==> config.mk <==
export PLATFORM = sky130hd
export DESIGN_NAME = xbus_idle_seq
export DESIGN_NICKNAME = d
export VERILOG_FILES = /design/src/rtl/xbus_pkg.sv /design/src/rtl/xbus_ctrl.sv /design/src/rtl/xbus_dpath.sv /design/src/rtl/xbus_idle_seq.sv
export SDC_FILE = /design/constraint.sdc
export NUM_CORES = 1
export LEC_CHECK = 0
export BUFFER_PORTS_ARGS = -buffer_cell sky130_fd_sc_hd__buf_2
export CORE_MARGIN = 2
export CORE_UTILIZATION = 53
export DETAILED_ROUTE_END_ITERATION = 16
export MAX_ROUTING_LAYER = met4
export PLACE_DENSITY_LB_ADDON = 0.12
export SLEW_MARGIN = 5
export SYNTH_ARGS = -nofsm -noshare
export SYNTH_HDL_FRONTEND = slang
export SYNTH_SLANG_ARGS = --single-unit
export TNS_END_PERCENT = 5
==> constraint.sdc <==
create_clock -name clk -period 2.4 [get_ports clk]
set_input_delay 0.48 -clock clk [delete_from_list [all_inputs] [get_ports clk]]
set_output_delay 0.48 -clock clk [all_outputs]
set_load 0.05 [all_outputs]
==> src/rtl/xbus_pkg.sv <==
package xbus_pkg;

  typedef enum logic [3:0] {
    S_IDLE, S_TI, S_T1, S_T2, S_T3, S_TP, S_TR, S_TC1, S_TC2
  } busState_e;

  // strobes from control to datapath
  typedef struct packed {
    logic capture;
    logic driveAddr;
    logic csOn;
    logic rdOn;
    logic wrOn;
  } busStrobe_t;

endpackage

==> src/rtl/xbus_ctrl.sv <==
module xbus_ctrl
  import xbus_pkg::*;
#(
  parameter int AREA_W = 3,
  parameter logic [(1<<AREA_W)-1:0] DRAM_MASK = 8'h04,
  parameter logic [(1<<AREA_W)-1:0] SLOW_MASK = 8'h20
) (
  input  logic              clk,
  input  logic              rstN,
  input  logic              cfgIdleRR,
  input  logic              cfgIdleWR,
  input  logic              reqValid,
  input  logic              reqWrite,
  input  logic [AREA_W-1:0] newArea,
  input  logic [AREA_W-1:0] curArea,
  input  logic              curWrite,
  output logic              reqGrant,
  output busStrobe_t        strb
);

  busState_e stateQ, stateNext;
  logic finalNow, accept, needIdle, curSlow;
  busState_e newFirst, curFirst;

  assign curSlow  = SLOW_MASK[curArea];
  assign newFirst = DRAM_MASK[newArea] ? S_TP : S_T1;
  assign curFirst = DRAM_MASK[curArea] ? S_TP : S_T1;

  assign finalNow = (stateQ == S_T2 && !curSlow) || (stateQ == S_T3) || (stateQ == S_TC2);
  assign reqGrant = (stateQ == S_IDLE) || finalNow;
  assign accept   = reqGrant && reqValid;
  assign needIdle = finalNow && !curWrite && (newArea != curArea) &&
                    (reqWrite ? cfgIdleWR : cfgIdleRR);

  always_comb begin
    stateNext = stateQ;
    if (finalNow) begin
      if (accept) stateNext = needIdle ? S_TI : newFirst;
      else        stateNext = S_IDLE;
    end else begin
      case (stateQ)
        S_IDLE:  stateNext = accept ? newFirst : S_IDLE;
        S_TI:    stateNext = curFirst;
        S_T1:    stateNext = S_T2;
        S_T2:    stateNext = S_T3;
        S_TP:    stateNext = S_TR;
        S_TR:    stateNext = S_TC1;
        S_TC1:   stateNext = S_TC2;
        default: stateNext = S_IDLE;
      endcase
    end
  end

  always_ff @(posedge clk) begin
    if (!rstN) stateQ <= S_IDLE;
    else       stateQ <= stateNext;
  end

  always_comb begin
    strb = '0;
    strb.capture = accept;
    case (stateQ)
      S_T1: begin
        strb.driveAddr = 1'b1;
        strb.csOn      = 1'b1;
        strb.rdOn      = !curWrite;
      end
      S_T2, S_T3: begin
        strb.driveAddr = 1'b1;
        strb.csOn      = 1'b1;
        strb.rdOn      = !curWrite;
        strb.wrOn      = curWrite;
      end
      S_TP: strb.driveAddr = 1'b1;
      S_TR: begin
        strb.driveAddr = 1'b1;
        strb.csOn      = 1'b1;
      end
      S_TC1, S_TC2: begin
        strb.driveAddr = 1'b1;
        strb.csOn      = 1'b1;
        strb.rdOn      = !curWrite;
        strb.wrOn      = 1'b1;
      end
      default: strb.driveAddr = 1'b0;
    endcase
  end


  idle_after_final_chk: assert property (@(posedge clk) disable iff (!rstN)
    (stateQ == S_TI) |-> $past(finalNow));


  no_idle_after_write_chk: assert property (@(posedge clk) disable iff (!rstN)
    (stateQ == S_TI) |-> !$past(curWrite));


  dram_row_order_chk: assert property (@(posedge clk) disable iff (!rstN)
    (stateQ == S_TR) |-> ($past(stateQ) == S_TP));


  dram_col_order_chk: assert property (@(posedge clk) disable iff (!rstN)
    (stateQ == S_TC2) |-> ($past(stateQ) == S_TC1));

endmodule

==> src/rtl/xbus_dpath.sv <==
module xbus_dpath
  import xbus_pkg::*;
#(
  parameter int ADDR_W = 24,
  parameter int AREA_W = 3
) (
  input  logic                   clk,
  input  logic                   rstN,
  input  busStrobe_t             strb,
  input  logic [ADDR_W-1:0]      reqAddr,
  input  logic                   reqWrite,
  input  logic [1:0]             reqBe,
  output logic [AREA_W-1:0]      curArea,
  output logic                   curWrite,
  output logic [ADDR_W-1:0]      busAddr,
  output logic [(1<<AREA_W)-1:0] csN,
  output logic                   rdN,
  output logic                   wrHiN,
  output logic                   wrLoN
);

  localparam int N_AREA = 1 << AREA_W;

  logic [ADDR_W-1:0] addrQ, addrHoldQ;
  logic              writeQ;
  logic [1:0]        beQ;

  always_ff @(posedge clk) begin
    if (!rstN) begin
      addrQ     <= '0;
      writeQ    <= 1'b0;
      beQ       <= 2'b00;
      addrHoldQ <= '0;
    end else begin
      if (strb.capture) begin
        addrQ  <= reqAddr;
        writeQ <= reqWrite;
        beQ    <= reqBe;
      end
      addrHoldQ <= busAddr;
    end
  end

  assign curArea  = addrQ[ADDR_W-1 -: AREA_W];
  assign curWrite = writeQ;
  assign busAddr  = strb.driveAddr ? addrQ : addrHoldQ;
  assign rdN      = !strb.rdOn;
  assign wrHiN    = !(strb.wrOn && beQ[1]);
  assign wrLoN    = !(strb.wrOn && beQ[0]);

  for (genvar i = 0; i < N_AREA; i++) begin : g_cs
    assign csN[i] = !(strb.csOn && (curArea == AREA_W'(i)));
  end


  single_select_chk: assert property (@(posedge clk) disable iff (!rstN)
    $onehot0(~csN));

endmodule

==> src/rtl/xbus_idle_seq.sv <==
module xbus_idle_seq
  import xbus_pkg::*;
#(
  parameter int ADDR_W = 24,
  parameter int AREA_W = 3,
  parameter logic [(1<<AREA_W)-1:0] DRAM_MASK = 8'h04,
  parameter logic [(1<<AREA_W)-1:0] SLOW_MASK = 8'h20
) (
  input  logic                   clk,
  input  logic                   rstN,
  input  logic                   cfgIdleRR,
  input  logic                   cfgIdleWR,
  input  logic                   reqValid,
  input  logic                   reqWrite,
  input  logic [ADDR_W-1:0]      reqAddr,
  input  logic [1:0]             reqBe,
  output logic                   reqGrant,
  output logic [ADDR_W-1:0]      busAddr,
  output logic [(1<<AREA_W)-1:0] csN,
  output logic                   rdN,
  output logic                   wrHiN,
  output logic                   wrLoN
);

  busStrobe_t        strb;
  logic [AREA_W-1:0] curArea;
  logic              curWrite;

  xbus_ctrl #(.AREA_W(AREA_W), .DRAM_MASK(DRAM_MASK), .SLOW_MASK(SLOW_MASK)) u_ctrl (
    .clk(clk), .rstN(rstN), .cfgIdleRR(cfgIdleRR), .cfgIdleWR(cfgIdleWR),
    .reqValid(reqValid), .reqWrite(reqWrite),
    .newArea(reqAddr[ADDR_W-1 -: AREA_W]), .curArea(curArea), .curWrite(curWrite),
    .reqGrant(reqGrant), .strb(strb)
  );

  xbus_dpath #(.ADDR_W(ADDR_W), .AREA_W(AREA_W)) u_dpath (
    .clk(clk), .rstN(rstN), .strb(strb), .reqAddr(reqAddr), .reqWrite(reqWrite),
    .reqBe(reqBe), .curArea(curArea), .curWrite(curWrite), .busAddr(busAddr),
    .csN(csN), .rdN(rdN), .wrHiN(wrHiN), .wrLoN(wrLoN)
  );

endmodule

# == Word level (Yosys, flattened, before mapping) ==
# Memories as Yosys holds them, arrays and structs flattened. A register that Yosys moved wholly into a read port is not among the register bits.
# Cells that the tools add are included.
# word_totals
reg_bits,55
mem_bits_ro,24
in_bits,32
output_inout_bits,36
wordCells,84
mem_count,3
# memory_table
name,depth,width,rd,rd_clocked_by_memory_dff,write_ports,line,rtl
(no name shown),8,1,1,1,0,xbus_ctrl.sv:25,assign curSlow = SLOW_MASK[curArea];
(no name shown),8,1,1,0,0,xbus_ctrl.sv:26,assign newFirst = DRAM_MASK[newArea] ? S_TP : S_T1;
(no name shown),8,1,1,1,0,xbus_ctrl.sv:27,assign curFirst = DRAM_MASK[curArea] ? S_TP : S_T1;
# classes
n_lt_le_gt_ge,2
n_eq_ne,16
muxes,20
reduce_logical,38
# op_table
operator,count
4-bit case mux with 7 select lines,1
24-bit 2-to-1 mux,1
3-bit 2-to-1 mux,6
"4-bit by 3-bit equality test with 1-bit output, second input constant",4
4-bit 2-to-1 mux,4
1-bit logical AND,15
1-bit logical NOT,13
"3-bit equality test, second input constant",4
"4-bit by 2-bit equality test with 1-bit output, second input constant",2
"3-bit by 4-bit less-than comparator with 1-bit output, second input constant",2
1-bit 2-to-1 mux,7
7-bit OR reduction,1
"3-bit by 2-bit equality test with 1-bit output, second input constant",2
6-bit OR reduction,1
5-bit OR reduction,1
"4-bit by 1-bit equality test with 1-bit output, second input constant",1
"4-bit equality test, second input constant",1
4-bit logical NOT,1
2-bit OR reduction,2
"3-bit by 1-bit equality test with 1-bit output, second input constant",1
3-bit logical NOT,1
1-bit logical OR,3
3-bit inequality test,1
1-bit case mux with 2 select lines,1

# == Logic depth before layout (Yosys ltp) ==
# Gate-level depths: netlist (run 1).
# depth
word_depth,12
depth_mapped,7
ltp_nobuf,4

# == By module ==
# A second synthesis (run 1) with hierarchy kept.
# unflattened
cells_unflattened,247
area_unflattened_um2,2643.8
# by_module_without_submodules
mod,n_inst,cells_each,area_each_um2,seq_area_each_um2
xbus_dpath,1,182,2149.6,1021.0
xbus_ctrl,1,65,494.2,80.1

# == Worst setup path after synthesis (run 1) ==
# OpenSTA, ideal clock, no wires.
# synth_path
path_kind,reg-to-output
from,register u_ctrl.stateQ[2]
to,output port wrHiN
t_arrival_ps,2115
t_required_ps,1920
slack_ps,-195
stages_incl_launch_ff,7
n_path_buf,2
path_cell_list,dfxtp_1 -> buf_2 -> clkbuf_1 -> nor3b_1 -> o21ai_0 -> a21oi_1 -> o21ai_0
# synth_via
elab_chain_cells,5
elab_cells_between_ends,9
cone_classes,eq/ne: 4; mux: 1; reduce/logical: 4
# synth_lines
element,line,rtl
"start, declared",xbus_ctrl.sv:21,"busState_e stateQ, stateNext;"
"start signal, assigned",xbus_ctrl.sv:56,else stateQ <= stateNext;
"4-bit by 3-bit equality test with 1-bit output, or another cell as far along",xbus_ctrl.sv:62,case (stateQ)
2-bit OR reduction,n/a,
1-bit case mux with 2 select lines *,xbus_ctrl.sv:62,
1-bit logical AND *,xbus_dpath.sv:48,assign wrHiN = !(strb.wrOn && beQ[1]);
1-bit logical NOT *,xbus_dpath.sv:48,
"end, declared",xbus_idle_seq.sv:21,"output logic wrHiN,"
# Every way passes the cells marked *; elsewhere a longest branch is shown, timed or not.

# == Worst setup path in the final report (run 1) ==
# layout_path
from,register u_ctrl.stateQ[1]
to,output port busAddr[23]
# layout_via
elab_chain_cells,4
elab_cells_between_ends,10
cone_classes,eq/ne: 7; mux: 2; reduce/logical: 1
# layout_lines
element,line,rtl
"4-bit by 2-bit equality test with 1-bit output, or another cell as far along",xbus_ctrl.sv:62,
7-bit OR reduction (no source line) *,n/a,
1-bit 2-to-1 mux *,xbus_ctrl.sv:62,
24-bit 2-to-1 mux *,xbus_dpath.sv:46,assign busAddr = strb.driveAddr ? addrQ : addrHoldQ;
"end, declared",xbus_idle_seq.sv:18,"output logic [ADDR_W-1:0] busAddr,"
# Marked as above.

==> impl_metrics.yaml, run 1 <==
outcome:
  status: "finished with violations"
  violations: "setup timing"
worst_setup_path:
  critPathKind: "flop to output pin"
  arrival_ps: 2020
  end_kind: "output pin"
  startpoint_type: "flop"
  worstPathRequired_ps: 1920
  cp_max_fo: 10
drt:
  via_per_inst: 5.11
  ant_nets: 0
  drtIter0Drc: 81
  dr_total_vias: 2175
  detail_route.wirelength_mm: 5.98
  drc: 0
  wire_per_inst_um: 14.0
  firstDrtPassIters: 4
timing:
  worst_slew_pin_slew_ps: 839
  holdWs_ps: 381
  skew_ps: 11.4
  hold_viol_final: 0
  finalSetupViolations: 24
  finalSetupTns_ps: -1530
  rsz0062_at_grt: "yes"
  max_freq_mhz: 400
  slew_viol_final: 0
  max-slew-margin-rel_pct: 44.0
  fin_crit_ps: 2500
  min_period_over_period_pct: 104
  layout_setup_ws_ps: -102
logic_synthesis:
  ys.warnings.count: 0
  ys_ff_latch: 57
  synth_cells: 284
  synth_area_um2: 2690
  syn_avg_cell_area_um2: 9.46
  syn_nets: 316
  seq_area_frac_synth_pct: 42.5
  synth.distinct_cells: 44
global_route:
  grtUsageTotal_pct: 23.3
  overflow: 0
  grt_pass1_wl_mm: 9.51
  grt_max_degree: 57
  antenna_found_initial: 0
  grt_pass1_vias: 2096
die:
  die_w_um: 75.2
  dieArea_um2: 5650
  start_util_pct: 55.8
  row_count: 25
  io_pins: 68
  die_h_um: 75.2
  coreArea_um2: 4820
cells_and_area:
  antenna_cells: 0
  finalNetCount: 386
  drive_gt1_share_pct: 35.7
  final_common_cell: "nand2_1"
  fin_cells: 426
  final_cell_mix: "nand2_1, dfxtp_1, buf_2"
  area_growth_pct: 29.1
cts:
  cts_buffer_depth: 2
  cts_root_buf: "clkbuf_8"
  cts_max_level: 3
  cts_tree: "done"
  worst_skew_pair.late_latency_ps: 340
  path_clk_slew_ps: 70
  cts_sinks: 57
  cts_buffers: 9
job:
  maxCapViolCount: 0
placement:
  placedCellCount: 406
  dp_hpwl_mm: 3.86
  io_buffers: 67
  dp_slack_ps: 170
  routabilityCongestion: 0.783
pwr:
  p_total_mw: 2.85
  leakagePower_nw: 1.46
  pwr_density_cell_nw_per_um2: 822
  peakVddDrop_mv: 0.492
worst_hold_path:
  hp-class: "input port to flop"
-- synth_stat cells --
cell type / count / area share, %
o22ai_1: 1 / 0.23
nor3_1: 2 / 0.37
nand4_1: 1 / 0.23
a2bb2oi_1: 1 / 0.33
mux2_4: 20 / 11
o21bai_1: 3 / 0.84
xnor2_1: 4 / 1.3
inv_1: 1 / 0.14
or3b_1: 1 / 0.33
a22o_1: 1 / 0.33
and4b_1: 1 / 0.37
a21boi_0: 30 / 8.4
mux2i_1: 1 / 0.37
nand2b_1: 3 / 0.70
o211ai_1: 2 / 0.56
o21ai_0: 3 / 0.56
or3b_4: 1 / 0.42
nand4bb_1: 1 / 0.42
a311o_1: 1 / 0.37
nand2_1: 62 / 8.7
buf_2: 6 / 1.1
dfxtp_1: 57 / 42
a211oi_1: 1 / 0.28
and4bb_2: 1 / 0.47
a31oi_1: 1 / 0.23
o2bb2ai_1: 1 / 0.33
nand3b_1: 1 / 0.28
buf_12: 2 / 1.5
and2_1: 25 / 5.8
a21oi_1: 4 / 0.75
and3_1: 1 / 0.23
nand3_1: 3 / 0.56
nor3b_1: 3 / 0.84
clkbuf_1: 12 / 1.7
o21a_1: 3 / 0.84
o22ai_4: 1 / 0.75
nor2b_1: 7 / 1.6
buf_4: 1 / 0.28
mux2_2: 4 / 1.7
or3b_2: 1 / 0.33
nor2_1: 6 / 0.84
a22oi_1: 1 / 0.28
o32ai_1: 1 / 0.33
buf_6: 1 / 0.42
-- worst max-delay path: stages (launching register included) --
cell and delay (ps):
dfxtp_1 310, or3b_4 410, o22ai_4 260, buf_12 190, mux2_2 360, buf_6 160
-- state kept, by name (all words and copies together), names as in the netlist --
signal and count:
u_ctrl.stateQ 4, u_ctrl.curSlow 1, u_dpath.beQ 2, u_ctrl.curFirst 1
u_dpath.curWrite 1, u_dpath.addrHoldQ 24, u_dpath.addrQ 24
-- power by group --
group | total [mW] | switching (mW) | internal [mW]
sequential | 1.08 | 0.0492 | 1.03
clock | 0.859 | 0.386 | 0.473
combinational | 0.916 | 0.538 | 0.378
total | 2.85 | 0.973 | 1.88
-- worst paths after layout --
| kind | from | depth (start not counted) | endpoint | slack, ps |
|---|---|---|---|---|
| min reg2reg | u_dpath.addrQ[17] | 2 | u_dpath.addrQ[17] | 460 |
| max reg2reg | u_ctrl.stateQ[2] | 6 | u_dpath.addrQ[12] | 200 |
| min | reqAddr[14] | 3 | u_dpath.addrQ[14] | 380 |
| max | u_ctrl.stateQ[1] | 5 | busAddr[23] | -100 |
-- area by class of cell --
cell class	count	area, um2
inverters	1	3.75
flip-flops and latches	57	1140
clock inverters	6	58.8
repair buffers	81	618
fillers	391	1350
multi-input cells	204	1430
clock buffers	10	128
well taps	67	83.8
-- per-stage QoR --
stage / utilization, % / instance area (um2)
floorplan: - / 2690
global placement: 63.9 / 3080
detailed placement: 63.9 / 3080
CTS: 72.6 / 3500
global route: 72.0 / 3470
finish: 72.0 / 3470
-- kinds of logic (layout without fill, tap and decap cells) --
| kind of cell | Yosys count | in the layout | synth area share (%) |
|---|---|---|---|
| AND/OR/NAND/NOR | 120 | 120 | 22.5 |
| flip-flops | 57 | 57 | 42.5 |
| AO/OA/AOI/OAI | 55 | 55 | 15.4 |
| multiplexers | 25 | 25 | 13.2 |
| buffers and inverters | 23 | 98 | 5.12 |
| XOR/XNOR | 4 | 4 | 1.30 |
-- metal layers --
layer | global-route usage [%] | part of all wire (%) | vias up
met5 | - | 0 | -
met4 | 10.5 | 1.5 | 0
met3 | 5.09 | 4.8 | 9
met2 | 36.5 | 48 | 55
met1 | 28.9 | 46 | 1019
li1 | - | - | 1092
-- what timing repair did --
| item | 4_1_cts | 5_1_grt |
|---|---|---|
| endpoints found under the hold margin | 0 | 0 |
| pin swaps | 2 | 3 |
| setup endpoints to repair | 25 | 35 |
| gates resized for setup | 55 | 5 |
| hold buffers | 0 | 0 |
| setup buffers | 5 | 0 |
| gates cloned | 1 | 0 |
(Power assumes the default switching activity.)
==> run 2: changes to the inputs <==
CAP_MARGIN = 10   (was not set)
CORE_UTILIZATION = 55   (was 53)
CTS_BUF_LIST = sky130_fd_sc_hd__clkbuf_2 sky130_fd_sc_hd__clkbuf_4 sky130_fd_sc_hd__clkbuf_8   (was not set)
==> impl_metrics.yaml, run 2 (synthesis gave the netlist of run 1 again) <==
outcome:
  status: "finished with violations"
  violations: "setup timing"
drt:
  drtIter0Drc: 91
  detail_route.wirelength_mm: 5.91
  via_per_inst: 5.04
  met1_length_mm: 2.70
  dr_total_vias: 2154
  ant_nets: 0
  wire_per_inst_um: 13.8
  drc: 0
  top_layer: "met4"
  firstDrtPassIters: 4
  route.met3.wl_um: 361
  dr_wl_met2_mm: 2.81
cts:
  cts_root_buf: "clkbuf_8"
  cts_max_level: 3
  cts_buffers: 9
  cts_sinks: 57
  path_clk_slew_ps: 70
  cts_tree: "done"
  worst_skew_pair.late_latency_ps: 340
  cts_buffer_depth: 2
timing:
  max-slew-margin-rel_pct: 54.0
  worst_slew_pin_slew_ps: 690
  max_freq_mhz: 401
  holdWs_ps: 384
  rsz0062_at_grt: "yes"
  skew_ps: 6.26
  fin_crit_ps: 2490
  slew_viol_final: 0
  hold_viol_final: 0
  finalSetupViolations: 24
  min_period_over_period_pct: 104
  layout_setup_ws_ps: -92.7
placement:
  routabilityCongestion: 0.797
  dp_hpwl_mm: 3.83
  io_buffers: 67
  dp_slack_ps: 190
  placedCellCount: 409
worst_setup_path:
  crit_top_cell: "buf_8"
  worstPathRequired_ps: 1920
  arrival_ps: 2010
  startpoint_type: "flop"
  critPathKind: "flop to output pin"
  cp_max_fo: 8
  crit_slowest_cell: "or3b_4"
  path_cells: "or3b_4, o22ai_4, buf_8, mux2_4, buf_8"
  regToRegSetupSlack_ps: 390
  end_kind: "output pin"
  cpPeakStageDelay_ps: 410
pwr:
  leakagePower_nw: 1.48
  peakVddDrop_mv: 0.539
  clock_power_share_pct: 30.7
  pwr_density_cell_nw_per_um2: 822
  p_int_mw: 1.91
  p_sw_share_pct: 33.8
  p_sw_uw: 977
  seqPwrFrac_pct: 37.3
  comb_power_share_pct: 31.9
worst_hold_path:
  hp-class: "input port to flop"
global_route:
  grt_pass1_wl_mm: 9.52
  grt_max_degree: 57
  grtUsageTotal_pct: 23.9
  antenna_found_initial: 0
  overflow: 0
  grt_pass1_vias: 2011
die:
  dieArea_um2: 5460
  row_count: 25
  die_w_um: 73.9
  coreArea_um2: 4720
  io_pins: 68
  die_h_um: 73.9
  start_util_pct: 56.9
cells_and_area:
  final_common_cell: "nand2_1"
  area_growth_pct: 30.8
  drive_gt1_share_pct: 36.9
  final_cell_mix: "nand2_1, dfxtp_1, buf_2"
  reg_top3: "u_dpath.addrHoldQ x24, u_dpath.addrQ x24, u_ctrl.stateQ x4"
  finalNetCount: 387
  antenna_cells: 0
  fin_cells: 427
job:
  maxCapViolCount: 0
## run 2: area by class of cell
cell class,count,area (um2)
fillers,356,1210
repair buffers,82,644
inverters,1,3.75
multi-input cells,204,1440
well taps,67,83.8
clock buffers,10,138
flip-flops and latches,57,1140
clock inverters,6,57.6
## run 2: per-layer routing
layer  track usage [%]  up-vias
met3              8.92        5
met2              36.5       67
li1                  -     1099
met1              29.6      983
met4              6.87        0
met5                 -        -
## run 2: final timing paths
kind,start,end,cells after the start
setup / recovery,u_ctrl.stateQ[1],busAddr[1],5
hold / removal,reqAddr[5],u_dpath.addrQ[5],3
setup reg to reg,u_ctrl.stateQ[1],u_dpath.addrQ[9],6
hold reg to reg,u_dpath.beQ[1],u_dpath.beQ[1],2
## run 2: what timing repair did
action                                 4_1_cts  5_1_grt
hold buffers                                 0        0
resized for setup                           60       11
pin swaps                                    2        2
endpoints found under the hold margin        0        0
setup buffers                                3        0
setup endpoints to repair                   24       34
gates cloned                                 1        0
## run 2: power groups by stage
stage | sequential (mW) | clock [mW] | combinational (mW)
2_1_floorplan | 1.08 | 0 | 0.662
3_3_place_gp | 1.09 | 0 | 0.808
3_5_place_dp | 1.10 | 0 | 0.816
4_1_cts | 1.08 | 0.910 | 0.952
5_1_grt | 1.09 | 0.954 | 0.988
6_report | 1.08 | 0.888 | 0.922
## run 2: metrics by stage
| step | setup TNS (ps) | cell area (um2) | utilization, % | power [mW] |
|---|---|---|---|---|
| 5_1_grt | -3420 | 3510 | 74.4 | 3.03 |
| 4_1_cts | -2800 | 3520 | 74.6 | 2.94 |
| 6_report | -1900 | 3510 | 74.4 | 2.89 |
| 3_5_place_dp | 0 | 3090 | 65.4 | 1.91 |
| 3_3_place_gp | 0 | 3090 | 65.4 | 1.90 |
| 2_1_floorplan | -389 | 2690 | - | 1.74 |
## run 2: critical path, delay by kind of cell, from the launching register on
kind / cells / cell delay (ps)
buffers and inverters: 2 / 350
DFF: 1 / 320
muxes: 1 / 330
AOI/OAI and AO/OA: 1 / 260
and+or+nand+nor: 1 / 410
